## src/rtl/mst_pkg.sv

```systemverilog
package mst_pkg;
  localparam int unsigned LINE_COUNT = 4;
  localparam int unsigned SYNC_DEPTH = 2;
  localparam int unsigned DATA_W     = 32;
  localparam int unsigned PAD_W      = DATA_W - 2 * LINE_COUNT;

  // line index equals change-flag bit position
  localparam int unsigned LN_CLEAR   = 0;
  localparam int unsigned LN_READY   = 1;
  localparam int unsigned LN_RING    = 2;
  localparam int unsigned LN_CARRIER = 3;

  typedef logic [LINE_COUNT-1:0] lineVec_t;

  typedef struct packed {
    logic clearFlags;
  } mstStrobe_t;

  // control-register bit feeding each line in loopback
  function automatic int unsigned loopSrcBit(int unsigned line);
    case (line)
      LN_CLEAR: return 1;
      LN_READY: return 0;
      LN_RING:  return 2;
      default:  return 3;
    endcase
  endfunction
endpackage

```

## src/rtl/mst_sync.sv

```systemverilog
module mst_sync #(
  parameter int unsigned WIDTH     = 4,
  parameter int unsigned STAGES    = 2,
  parameter logic        RESET_VAL = 1'b1
) (
  input  logic             clk,
  input  logic             rstN,
  input  logic [WIDTH-1:0] dIn,
  output logic [WIDTH-1:0] dOut
);
  for (genvar g = 0; g < WIDTH; g++) begin : g_bit
    logic [STAGES-1:0] chainQ;
    always_ff @(posedge clk or negedge rstN) begin
      if (!rstN) chainQ <= {STAGES{RESET_VAL}};
      else       chainQ <= {chainQ[STAGES-2:0], dIn[g]};
    end
    assign dOut[g] = chainQ[STAGES-1];
  end
endmodule

```

## src/rtl/mst_ctrl.sv

```systemverilog
module mst_ctrl
  import mst_pkg::*;
(
  input  logic       clk,
  input  logic       rstN,
  input  logic       readStrobe,
  input  logic       intEnable,
  input  lineVec_t   flags,
  output mstStrobe_t strb,
  output logic       irq
);
  always_comb begin
    strb = '0;
    strb.clearFlags = readStrobe;
  end

  assign irq = intEnable && (flags != '0);

  // irq can only rise while the enable is set
  p_irq_needs_enable_r8: assert property (@(posedge clk) disable iff (!rstN)
    $rose(irq) |-> intEnable);
  // with the enable low the request never shows, whatever the flags
  p_irq_quiet_r8: assert property (@(posedge clk) disable iff (!rstN)
    !intEnable |-> !irq);
endmodule

```

## src/rtl/mst_datapath.sv

```systemverilog
module mst_datapath
  import mst_pkg::*;
(
  input  logic       clk,
  input  logic       rstN,
  input  lineVec_t   syncPinsN,
  input  logic       loopEn,
  input  logic [3:0] ctrlBits,
  input  mstStrobe_t strb,
  output lineVec_t   levels,
  output lineVec_t   flags
);
  lineVec_t srcNow;
  lineVec_t lvlQ;
  lineVec_t setVec;
  lineVec_t flagQ;

  for (genvar g = 0; g < LINE_COUNT; g++) begin : g_line
    assign srcNow[g] = loopEn ? ctrlBits[loopSrcBit(g)] : ~syncPinsN[g];
    if (g == LN_RING) begin : g_trail
      assign setVec[g] = lvlQ[g] & ~srcNow[g];
    end else begin : g_any
      assign setVec[g] = lvlQ[g] ^ srcNow[g];
    end
  end

  always_ff @(posedge clk or negedge rstN) begin
    if (!rstN) begin
      lvlQ  <= '0;
      flagQ <= '0;
    end else begin
      lvlQ  <= srcNow;
      flagQ <= (strb.clearFlags ? '0 : flagQ) | setVec;
    end
  end

  assign levels = lvlQ;
  assign flags  = flagQ;

  p_pin_level_r1: assert property (@(posedge clk) disable iff (!rstN)
    !loopEn |=> levels == ~$past(syncPinsN));
  p_delta_clear_r2: assert property (@(posedge clk) disable iff (!rstN)
    ($past(levels[LN_CLEAR]) != levels[LN_CLEAR]) |-> flags[LN_CLEAR]);
  p_delta_ready_r2: assert property (@(posedge clk) disable iff (!rstN)
    ($past(levels[LN_READY]) != levels[LN_READY]) |-> flags[LN_READY]);
  p_delta_carrier_r2: assert property (@(posedge clk) disable iff (!rstN)
    ($past(levels[LN_CARRIER]) != levels[LN_CARRIER]) |-> flags[LN_CARRIER]);
  p_ring_trailing_r3: assert property (@(posedge clk) disable iff (!rstN)
    $rose(flags[LN_RING]) |-> ($past(levels[LN_RING]) && !levels[LN_RING]));
  p_clear_on_read_r4: assert property (@(posedge clk) disable iff (!rstN)
    (strb.clearFlags && setVec == '0) |=> flags == '0);
  p_sticky_r2: assert property (@(posedge clk) disable iff (!rstN)
    !strb.clearFlags |=> ((flags & $past(flags)) == $past(flags)));
  p_loop_source_r5: assert property (@(posedge clk) disable iff (!rstN)
    loopEn |=> (levels[LN_CARRIER] == $past(ctrlBits[3]) &&
                levels[LN_RING]    == $past(ctrlBits[2]) &&
                levels[LN_CLEAR]   == $past(ctrlBits[1]) &&
                levels[LN_READY]   == $past(ctrlBits[0])));
  p_set_wins_r10: assert property (@(posedge clk) disable iff (!rstN)
    (strb.clearFlags && setVec != '0) |=> ((flags & $past(setVec)) == $past(setVec)));
endmodule

```

## src/rtl/modem_status_tracker.sv

```systemverilog
module modem_status_tracker
  import mst_pkg::*;
(
  input  logic        clk,
  input  logic        rstN,
  input  logic        pinCarrierN,
  input  logic        pinRingN,
  input  logic        pinReadyN,
  input  logic        pinClearN,
  input  logic        loopEn,
  input  logic [3:0]  ctrlBits,
  input  logic        readStrobe,
  input  logic        intEnable,
  output logic [31:0] readData,
  output logic        irq
);
  lineVec_t   rawPinsN;
  lineVec_t   syncPinsN;
  lineVec_t   levels;
  lineVec_t   flags;
  mstStrobe_t strb;

  always_comb begin
    rawPinsN              = '1;
    rawPinsN[LN_CLEAR]    = pinClearN;
    rawPinsN[LN_READY]    = pinReadyN;
    rawPinsN[LN_RING]     = pinRingN;
    rawPinsN[LN_CARRIER]  = pinCarrierN;
  end

  mst_sync #(.WIDTH(LINE_COUNT), .STAGES(SYNC_DEPTH), .RESET_VAL(1'b1)) u_sync (
    .clk (clk), .rstN (rstN), .dIn (rawPinsN), .dOut (syncPinsN)
  );

  mst_ctrl u_ctrl (
    .clk (clk), .rstN (rstN), .readStrobe (readStrobe), .intEnable (intEnable),
    .flags (flags), .strb (strb), .irq (irq)
  );

  mst_datapath u_dp (
    .clk (clk), .rstN (rstN), .syncPinsN (syncPinsN), .loopEn (loopEn),
    .ctrlBits (ctrlBits), .strb (strb), .levels (levels), .flags (flags)
  );

  assign readData = {{PAD_W{1'b0}}, levels, flags};

  p_pad_zero_r9: assert property (@(posedge clk) disable iff (!rstN)
    readStrobe |-> readData[DATA_W-1:2*LINE_COUNT] == '0);
endmodule

```

## config.mk

```make
export PLATFORM = sky130hd
export DESIGN_NAME = modem_status_tracker
export DESIGN_NICKNAME = d
export VERILOG_FILES = /design/src/rtl/mst_pkg.sv /design/src/rtl/mst_sync.sv /design/src/rtl/mst_ctrl.sv /design/src/rtl/mst_datapath.sv /design/src/rtl/modem_status_tracker.sv
export SDC_FILE = /design/constraint.sdc
export NUM_CORES = 1
export LEC_CHECK = 0
export BUFFER_PORTS_ARGS = -buffer_cell sky130_fd_sc_hd__clkbuf_2
export CORE_ASPECT_RATIO = 1.25
export CORE_MARGIN = 2
export CORE_UTILIZATION = 34
export CTS_CLUSTER_DIAMETER = 80
export DETAILED_ROUTE_END_ITERATION = 10
export PLACE_DENSITY = 0.68
export SLEW_MARGIN = 20
export SYNTH_ARGS = -nofsm -noshare
export SYNTH_HDL_FRONTEND = slang
export SYNTH_HIERARCHICAL = 1
export SYNTH_SLANG_ARGS = --single-unit
```

## constraint.sdc

```tcl
create_clock -name clk -period 2.9 [get_ports clk]
set_clock_uncertainty 0.1 [all_clocks]
set_input_delay 0 -clock clk [delete_from_list [all_inputs] [get_ports clk]]
set_output_delay 0 -clock clk [all_outputs]
set_load 0.005 [all_outputs]
```

==> results.yml, run 1 <==
outcome:
  status: "finished, final reports clean"
clocking:
  cts_setup_buffers: 0
  cts_tree: "yes"
  cts_resized: 0
  clkTransAtPathRegs_ns: 0.10
  ctsHoldBuffers: 18
  htreeDepth: 1
  cts_buffers: 3
  clockRootBuffer: "clkbuf_4"
  clkLatencyLatePin_ns: 0.28
  cts.sinks: 16
  cts_buffer_depth: 2
detailed_routing:
  drtPass1Iterations: 1
  wl_per_cell_um: 8.45
  drt_wl_total_um: 1170
  drt_iter0_drc: 0
  vias: 504
  viasPerCell: 3.65
  drc: 0
  ant_nets: 0
pwr:
  swShare_pct: 23.6
  p_sw_uw: 113
  p_seq_share_pct: 53.1
  vdd_drop_max_mv: 0.264
  cellPowerDensity_nw_per_um2: 476
  p_comb_share_pct: 16.7
  power.share.clock_pct: 30.2
  p_int_uw: 365
  p_leak_uw: 0.000503
die:
  core-area_um2: 2190
  die_area_um2: 2680
  num_io_pins: 46
  rows: 19
  die_height_um: 57.4
  initial_core_util_pct: 35.5
  die_w_um: 46.7
logic_synthesis:
  synth_top_area_share_pct: 28.1
  syn_inst: 70
  synth.area.top_cells: "buf_4 (28%), dfstp_2 (27%), dfrtp_1 (26%), mux2i_1 (5.2%), nor2b_1 (4.8%)"
  synth.area.mux_share_pct: 5.16
  syn_avg_cell_area_um2: 11.1
  ys_ff_latch: 16
  syn-cell-area_um2: 776
  yosys.cell_types.count: 12
  yosysSeqAreaShare_pct: 52.9
  synth_compound_area_share_pct: 4.19
  synth_xor_area_share_pct: 0
  synth-simple-area-share_pct: 7.74
  synth_adder_area_share_pct: 0
  yosys.area.top_type: "buf_4"
  synth_top_family_by_area: "buffers and inverters"
  ys_warn_count: 6
timing:
  finalSetupTns_ns: 0
  max_freq_mhz: 550
  setup_viol: 0
  rsz0062_at_grt: "no"
  hold_slack_ns: 0.0511
  slew_viol_final: 0
  min_period_ns: 1.82
  min_period_over_period_pct: 62.7
  report.final.hold_viol_count: 0
global_route:
  grt_most_used_layer: "met2"
  grt_max_degree: 17
  grt_overflow_total: 0
  gr-usage-met2_pct: 18.8
  grt_pass1_wl_um: 1960
  met3_usage_pct: 1.90
  antenna_found_initial: 0
  grt.total_usage_pct: 10.3
  grtUsageMet1_pct: 10.2
  grt_pass1_vias: 511
critical_path:
  cp-start-kind: "input pin"
  critPathMaxFanout: 2
  arrival_ns: 1.89
  crit_required_ns: 2.97
  cp-end-kind: "flip-flop"
  critical_path_class: "input pin to flip-flop"
  rrSetupSlack_ns: 1.44
place:
  hpwl_um: 843
  dp.cells: 116
  numPortBuffers: 21
  dpl-instance-area_um2: 788
  gp_congestion: 0.677
final_layout:
  fin_nets: 121
  drive_gt1_share_pct: 30.8
  stdcell_area_um2: 1000
  areaGrowthSynthToFinish_pct: 29.5
  antenna_cells: 0
  final_util_pct: 45.9
  final_cells: 138
worst_hold_path:
  hold_path.class: "input pin to asynchronous set/reset pin"
flow_run:
  maxCapViolations: 0
[worst max-delay path, cell delays in order]
cell and delay, ns:
dlygate4sd3_1 0.54, clkbuf_2 0.10, nand2_1 0.05, dlygate4sd3_1 0.54, o21ai_1 0.10, dlygate4sd3_1 0.57
[cell usage in the layout, fill, tap and decap left out]
master         count
conb_1            24
clkbuf_2          21
dlygate4sd3_1     18
dfrtp_1            8
dfstp_2            8
nor2b_1            6
mux2i_1            4
clkbuf_4           3
inv_1              3
nand2_1            3
o21ai_1            3
nor2_1             3
clkbuf_8           1
o41a_1             1
o22ai_1            1
[synth_stat cells, drive strengths merged]
cell type and instances:
dfstp 8, dfrtp 8, inv 3, nand2 3, mux2i 4, o21ai 3
o41a 1, o22ai 1, conb 1, buf 29, nor2b 6, nor2 3
[metal layers]
layer	vias up	routed length (um)
met1	230	428
met3	2	109
met4	0	9
met2	32	619
li1	240	-
met5	-	0
[worst paths after layout]
path                                                        to                                start  depth (start not counted)
max                                   u_dp/levels[3]$_DFF_PN0_                          ctrlBits[3]                          6
min                                   u_dp/levels[2]$_DFF_PN0_                                 rstN                          2
max reg2reg                            u_dp/flags[2]$_DFF_PN0_  u_sync/g_bit[2].chainQ[1]$_DFF_PN1_                          3
min reg2reg                u_sync/g_bit[0].chainQ[1]$_DFF_PN1_  u_sync/g_bit[0].chainQ[0]$_DFF_PN1_                          0
max in group asynchronous  u_sync/g_bit[0].chainQ[0]$_DFF_PN1_                                 rstN                          2
min in group clk                       u_dp/flags[0]$_DFF_PN0_                               loopEn                          3
[through the flow]
| stage | total power, uW | worst slack, ns |
|---|---|---|
| after floorplan | 314 | 1.92 |
| after global placement | 314 | 1.92 |
| after detailed placement | 317 | 1.90 |
| after CTS | 483 | 1.09 |
| after global routing | 509 | 1.02 |
| final | 478 | 1.08 |
[sequential cells by signal, summed over array words and instances (netlist names)]
signal and cells:
u_sync/g_bit.chainQ 8, u_dp/levels 4, u_dp/flags 4
[cell type report]
| cell class | instances | area (um^2) |
|---|---|---|
| inverter | 3 | 11.3 |
| tap | 31 | 38.8 |
| multi-input combinational | 45 | 223 |
| timing repair buffer | 39 | 285 |
| sequential | 16 | 410 |
| fill | 218 | 1180 |
| clock buffer | 4 | 36.3 |
[logic make-up after synthesis]
logic type	after synthesis
simple gates	12
buf+inv	32
mux	4
compound gates	5
flops	16
other cells	1
[power groups by stage]
stage	Sequential (uW)	Combinational, uW	Clock [uW]
4_1_cts	254	80.2	149
2_1_floorplan	258	55.6	0
5_1_grt	257	91.4	161
3_3_place_gp	257	56.9	0
6_report	254	79.9	144
3_5_place_dp	258	58.2	0
Power figures use the tool's default switching activity.
==> run 2: changes to the inputs <==
Settings changed: ABC_AREA set to 1, PLACE_DENSITY 0.68 to 0.69.
Clock period 2.9 ns to 1.6 ns, I/O delays scaled along.
==> results.yml, run 2 <==
outcome:
  status: "finished, final reports clean"
worst_hold_path:
  hold_path_depth: 3
  hold_path.class: "input pin to flip-flop"
final_layout:
  areaGrowthSynthToFinish_pct: 20.4
  antenna_cells: 0
  drive_gt1_share_pct: 27.6
  final_cell_mix: "conb_1 (24), nand2_1 (22), clkbuf_2 (21), dlygate4sd3_1 (13)"
  final_common_cell: "conb_1"
  fin_nets: 137
  largest_reg_flops: 8
  regMostFlops: "u_sync/g_bit.chainQ"
detailed_routing:
  drt_iter0_drc: 8
  ant_nets: 0
  drt_wl_total_um: 1270
  drtPass1Iterations: 2
  viasPerCell: 3.69
  drc: 0
  vias: 575
  wl_per_cell_um: 8.16
die:
  rows: 20
  die_area_um2: 2870
  die_height_um: 59.4
  num_io_pins: 46
  die_w_um: 48.3
  core-area_um2: 2380
  initial_core_util_pct: 35.2
timing:
  min_period_ns: 1.27
  max_freq_mhz: 786
  hold_slack_ns: 0.0198
  report.final.hold_viol_count: 0
  min_period_over_period_pct: 79.5
  setup_viol: 0
  slew_viol_final: 0
  finalSetupTns_ns: 0
  rsz0062_at_grt: "no"
  setup_ws_ns: 0.327
critical_path:
  cp-end-kind: "flip-flop"
  arrival_ns: 1.35
  critPathMaxFanout: 2
  critical_path_class: "input pin to flip-flop"
  cp-start-kind: "input pin"
  reg2reg_depth: 4
  crit_required_ns: 1.67
  crit_path_end: "u_dp/levels[1]$_DFF_PN0_"
  rrSetupSlack_ns: 0.63
  r2r_end: "u_dp/flags[3]$_DFF_PN0_"
  slowest_stage: "dlygate4sd3_1"
  crit_start: "ctrlBits[0]"
  path_cells: "dlygate4sd3_1 -> clkbuf_2 -> nand2_1 -> dlygate4sd3_1 -> nand2_1"
  cp_slowest_stage_delay_ns: 0.56
  rr_startpoint: "u_sync/g_bit[3].chainQ[1]$_DFF_PN1_"
clocking:
  cts_tree: "yes"
  ctsHoldBuffers: 13
  cts_buffers: 3
  cts_resized: 0
  cts.sinks: 16
  htreeDepth: 1
  clkLatencyLatePin_ns: 0.28
  clockRootBuffer: "clkbuf_4"
  clkTransAtPathRegs_ns: 0.10
  cts_buffer_depth: 2
  cts_setup_buffers: 0
global_route:
  gr-usage-met2_pct: 17.9
  grt_overflow_total: 0
  grt_max_degree: 17
  grtUsageMet1_pct: 9.92
  grt.total_usage_pct: 9.05
  grt_most_used_layer: "met2"
  grt_pass1_vias: 527
  antenna_found_initial: 0
  met3_usage_pct: 1.77
  grt_pass1_wl_um: 2060
logic_synthesis:
  ys_warn_count: 6
  syn-cell-area_um2: 836
  async_reset_ff_share_pct: 100
  synth_top_area_share_pct: 26.0
  yosys.cell_types.count: 13
  yosys-top-cells-count: "buf_4 (29), nand2_1 (22), dfrtp_1 (8), dfstp_2 (8), inv_1 (8)"
  syn_inst: 92
  yosysSeqAreaShare_pct: 49.1
  ys_ff_latch: 16
  yosysMostFrequentCell: "buf_4"
  ys.flop_type: "dfstp_2"
  synth-edff-count: 0
  synth.area.top_cells: "buf_4 (26%), dfstp_2 (25%), dfrtp_1 (24%), nand2_1 (9.9%), nand3_1 (4.2%)"
  syn_avg_cell_area_um2: 9.08
  yosys.area.top_type: "buf_4"
flow_run:
  maxCapViolations: 0
pwr:
  power_uw: 857
  p_leak_uw: 0.000550
  cellPowerDensity_nw_per_um2: 852
  vdd_drop_max_mv: 0.495
place:
  dp_slack_ns: 0.649
  hpwl_um: 949
  gp_congestion: 0.628
  numPortBuffers: 21
run 2: changes by cell type after synthesis, sizes merged, moves of 3 or more:
| cell | before | now |
|---|---|---|
| inv | 3 | 9 |
| mux2i | 4 | 0 |
| nand2 | 3 | 22 |
| nand3b | 0 | 3 |
| nand3 | 0 | 7 |
| nor2b | 6 | 0 |
| o21ai | 3 | 0 |
run 2: area by class of cell:
class	count	area [um^2]
clock buffer	4	36.3
timing repair buffer	34	235
fill	245	1370
tap	33	41.3
inverter	9	33.8
multi-input combinational	60	249
sequential	16	410
run 2: per-stage QoR:
step	cells	utilization (%)	instance area, um^2
final	156	42.3	1010
after global routing	156	42.3	1010
after CTS	156	42.3	1010
after detailed placement	139	35.3	840
after global placement	139	35.3	840
after floorplan	115	-	922
run 2: where the power goes:
group	internal, uW	total (uW)	switching (uW)
Clock	138	262	124
Sequential	443	461	17.8
Combinational	64.9	134	69.1
run 2: worst max-delay path, delay by kind of cell:
kind | cells | cell delay [ns]
buffers and inverters | 3 | 1.21
and+or+nand+nor | 2 | 0.13
run 2: worst min path at each step:
stage / start / endpoint / slack (ns)
detailed placement: rstN / u_dp/levels[3]$_DFF_PN0_ / -0.16
finish: loopEn / u_dp/levels[3]$_DFF_PN0_ / 0.02
global route: loopEn / u_dp/levels[3]$_DFF_PN0_ / 0.06
floorplan: rstN / u_dp/flags[0]$_DFF_PN0_ / -0.40
CTS: loopEn / u_dp/levels[3]$_DFF_PN0_ / 0.01
global placement: rstN / u_dp/levels[1]$_DFF_PN0_ / -0.17
run 2: cell families after synthesis:
logic type / synth area share, %
AO/OA/AOI/OAI: 0.598
flip-flops: 49.1
AND/OR/NAND/NOR: 18.4
buffers and inverters: 31.4
other: 0.449
run 2: layer usage:
metal | routed length, um | vias up | part of all wire, %
met4 | 0 | 0 | 0
met2 | 686 | 26 | 54
met5 | 0 | - | 0
li1 | - | 285 | -
met3 | 86 | 0 | 6.8
met1 | 500 | 264 | 39
==> run 3: changes to the inputs <==
Settings changed: PLACE_DENSITY 0.69 to 0.67.
Clock period 1.6 ns to 1.3 ns, I/O delays scaled along.
==> results.yml, run 3 (synthesis gave the netlist of run 2 again) <==
critical_path:
  critical_path_class: "input pin to flip-flop"
  path_cells: "dlygate4sd3_1 -> clkbuf_2 -> nand2_1 -> dlygate4sd3_1 -> nand2_1"
  slowest_stage: "dlygate4sd3_1"
  crit_required_ns: 1.37
  arrival_ns: 1.33
  cp-end-kind: "flip-flop"
  crit_start: "ctrlBits[0]"
  critPathMaxFanout: 2
  rr_startpoint: "u_sync/g_bit[3].chainQ[1]$_DFF_PN1_"
  cp_slowest_stage_delay_ns: 0.55
  cp-start-kind: "input pin"
pwr:
  vdd_drop_max_mv: 0.805
  p_leak_uw: 0.000547
  power_uw: 1040
  cellPowerDensity_nw_per_um2: 1040
clocking:
  cts_buffers: 3
  clkTransAtPathRegs_ns: 0.08
  cts.sinks: 16
  clockRootBuffer: "clkbuf_4"
  cts_resized: 0
  cts_buffer_depth: 2
  htreeDepth: 1
  clkLatencyLatePin_ns: 0.27
  cts_tree: "yes"
detailed_routing:
  wl_per_cell_um: 8.06
  ant_nets: 0
  viasPerCell: 3.79
  drt_iter0_drc: 5
  drtPass1Iterations: 4
  drc: 0
  vias: 587
  drt_wl_total_um: 1250
global_route:
  grt.total_usage_pct: 9.60
  grt_overflow_total: 0
  grtUsageMet1_pct: 9.63
  antenna_found_initial: 0
  grt_pass1_wl_um: 2100
  gr-usage-met2_pct: 18.5
  met3_usage_pct: 4.80
  grt_max_degree: 17
  grt_pass1_vias: 526
  grt_most_used_layer: "met2"
outcome:
  failed_checks: "negative hold slack"
  status: "complete, but fails checks"
timing:
  slew_viol_final: 0
  rsz0062_at_grt: "no"
  hold_slack_ns: -0.00354
  max_freq_mhz: 794
  min_period_ns: 1.26
  finalSetupTns_ns: 0
  min_period_over_period_pct: 96.8
  report.final.hold_viol_count: 1
  setup_viol: 0
die:
  die_area_um2: 2870
  num_io_pins: 46
  initial_core_util_pct: 35.2
  core-area_um2: 2380
  die_w_um: 48.3
  die_height_um: 59.4
  rows: 20
worst_hold_path:
  holdCritStartpoint: "loopEn"
  hold_path.class: "input pin to flip-flop"
final_layout:
  largest_reg_flops: 8
  final_cell_mix: "conb_1 (24), nand2_1 (22), clkbuf_2 (21), dlygate4sd3_1 (12)"
  antenna_cells: 0
  fin_nets: 136
  drive_gt1_share_pct: 27.9
  regMostFlops: "u_sync/g_bit.chainQ"
  areaGrowthSynthToFinish_pct: 19.2
  final_common_cell: "conb_1"
place:
  numPortBuffers: 21
  hpwl_um: 945
  gp_congestion: 0.651
flow_run:
  maxCapViolations: 0
-- run 3: worst paths after layout --
kind	to	slack, ns	cells past startpoint
max reg2reg	u_dp/flags[3]$_DFF_PN0_	0.33	4
min in group asynchronous	u_dp/flags[2]$_DFF_PN0_	0.07	2
max in group asynchronous	u_sync/g_bit[0].chainQ[1]$_DFF_PN1_	0.72	2
max	u_dp/levels[1]$_DFF_PN0_	0.04	5
min reg2reg	u_sync/g_bit[0].chainQ[1]$_DFF_PN1_	0.26	0
min	u_dp/levels[0]$_DFF_PN0_	-0.004	3
-- run 3: routing by layer --
metal | vias up | part of all wire [%]
li1 | 287 | -
met1 | 269 | 38
met2 | 31 | 54
met3 | 0 | 8.0
met4 | 0 | 0
met5 | - | 0
-- run 3: through the flow --
stage	hold WS [ns]	area [um^2]	cells	util (%)	setup slack, ns
after floorplan	-0.396	922	115	-	0.325
after global placement	-0.172	840	139	35.3	0.380
after detailed placement	-0.165	840	139	35.3	0.343
after CTS	0.00485	1010	156	42.3	0.0608
after global routing	0.0171	996	155	41.9	0.00268
final	-0.00354	996	155	41.9	0.0411
-- run 3: repair_timing --
| action | CTS | global route |
|---|---|---|
| setup buffers | 0 | 0 |
| setup endpoints to repair | 0 | 1 |
| hold buffers | 13 | 0 |
| hold endpoints to repair | 28 | 0 |
-- run 3: final cells by class --
type	count	area (um^2)
sequential	16	410
fill	248	1380
clock buffer	4	36.3
multi-input combinational	60	249
tap	33	41.3
timing repair buffer	33	225
inverter	9	33.8
-- run 3: power breakdown --
group          switching [uW]  leakage, uW  internal [uW]
sequential               22.1     0.000177            545
clock                     136    0.0000210            170
combinational            84.3     0.000350           78.0
total                     243     0.000547            794
-- run 3: critical path: cells and delay by family --
kind,cells,cell delay (ns)
and+or+nand+nor,2,0.13
buffers and inverters,3,1.19
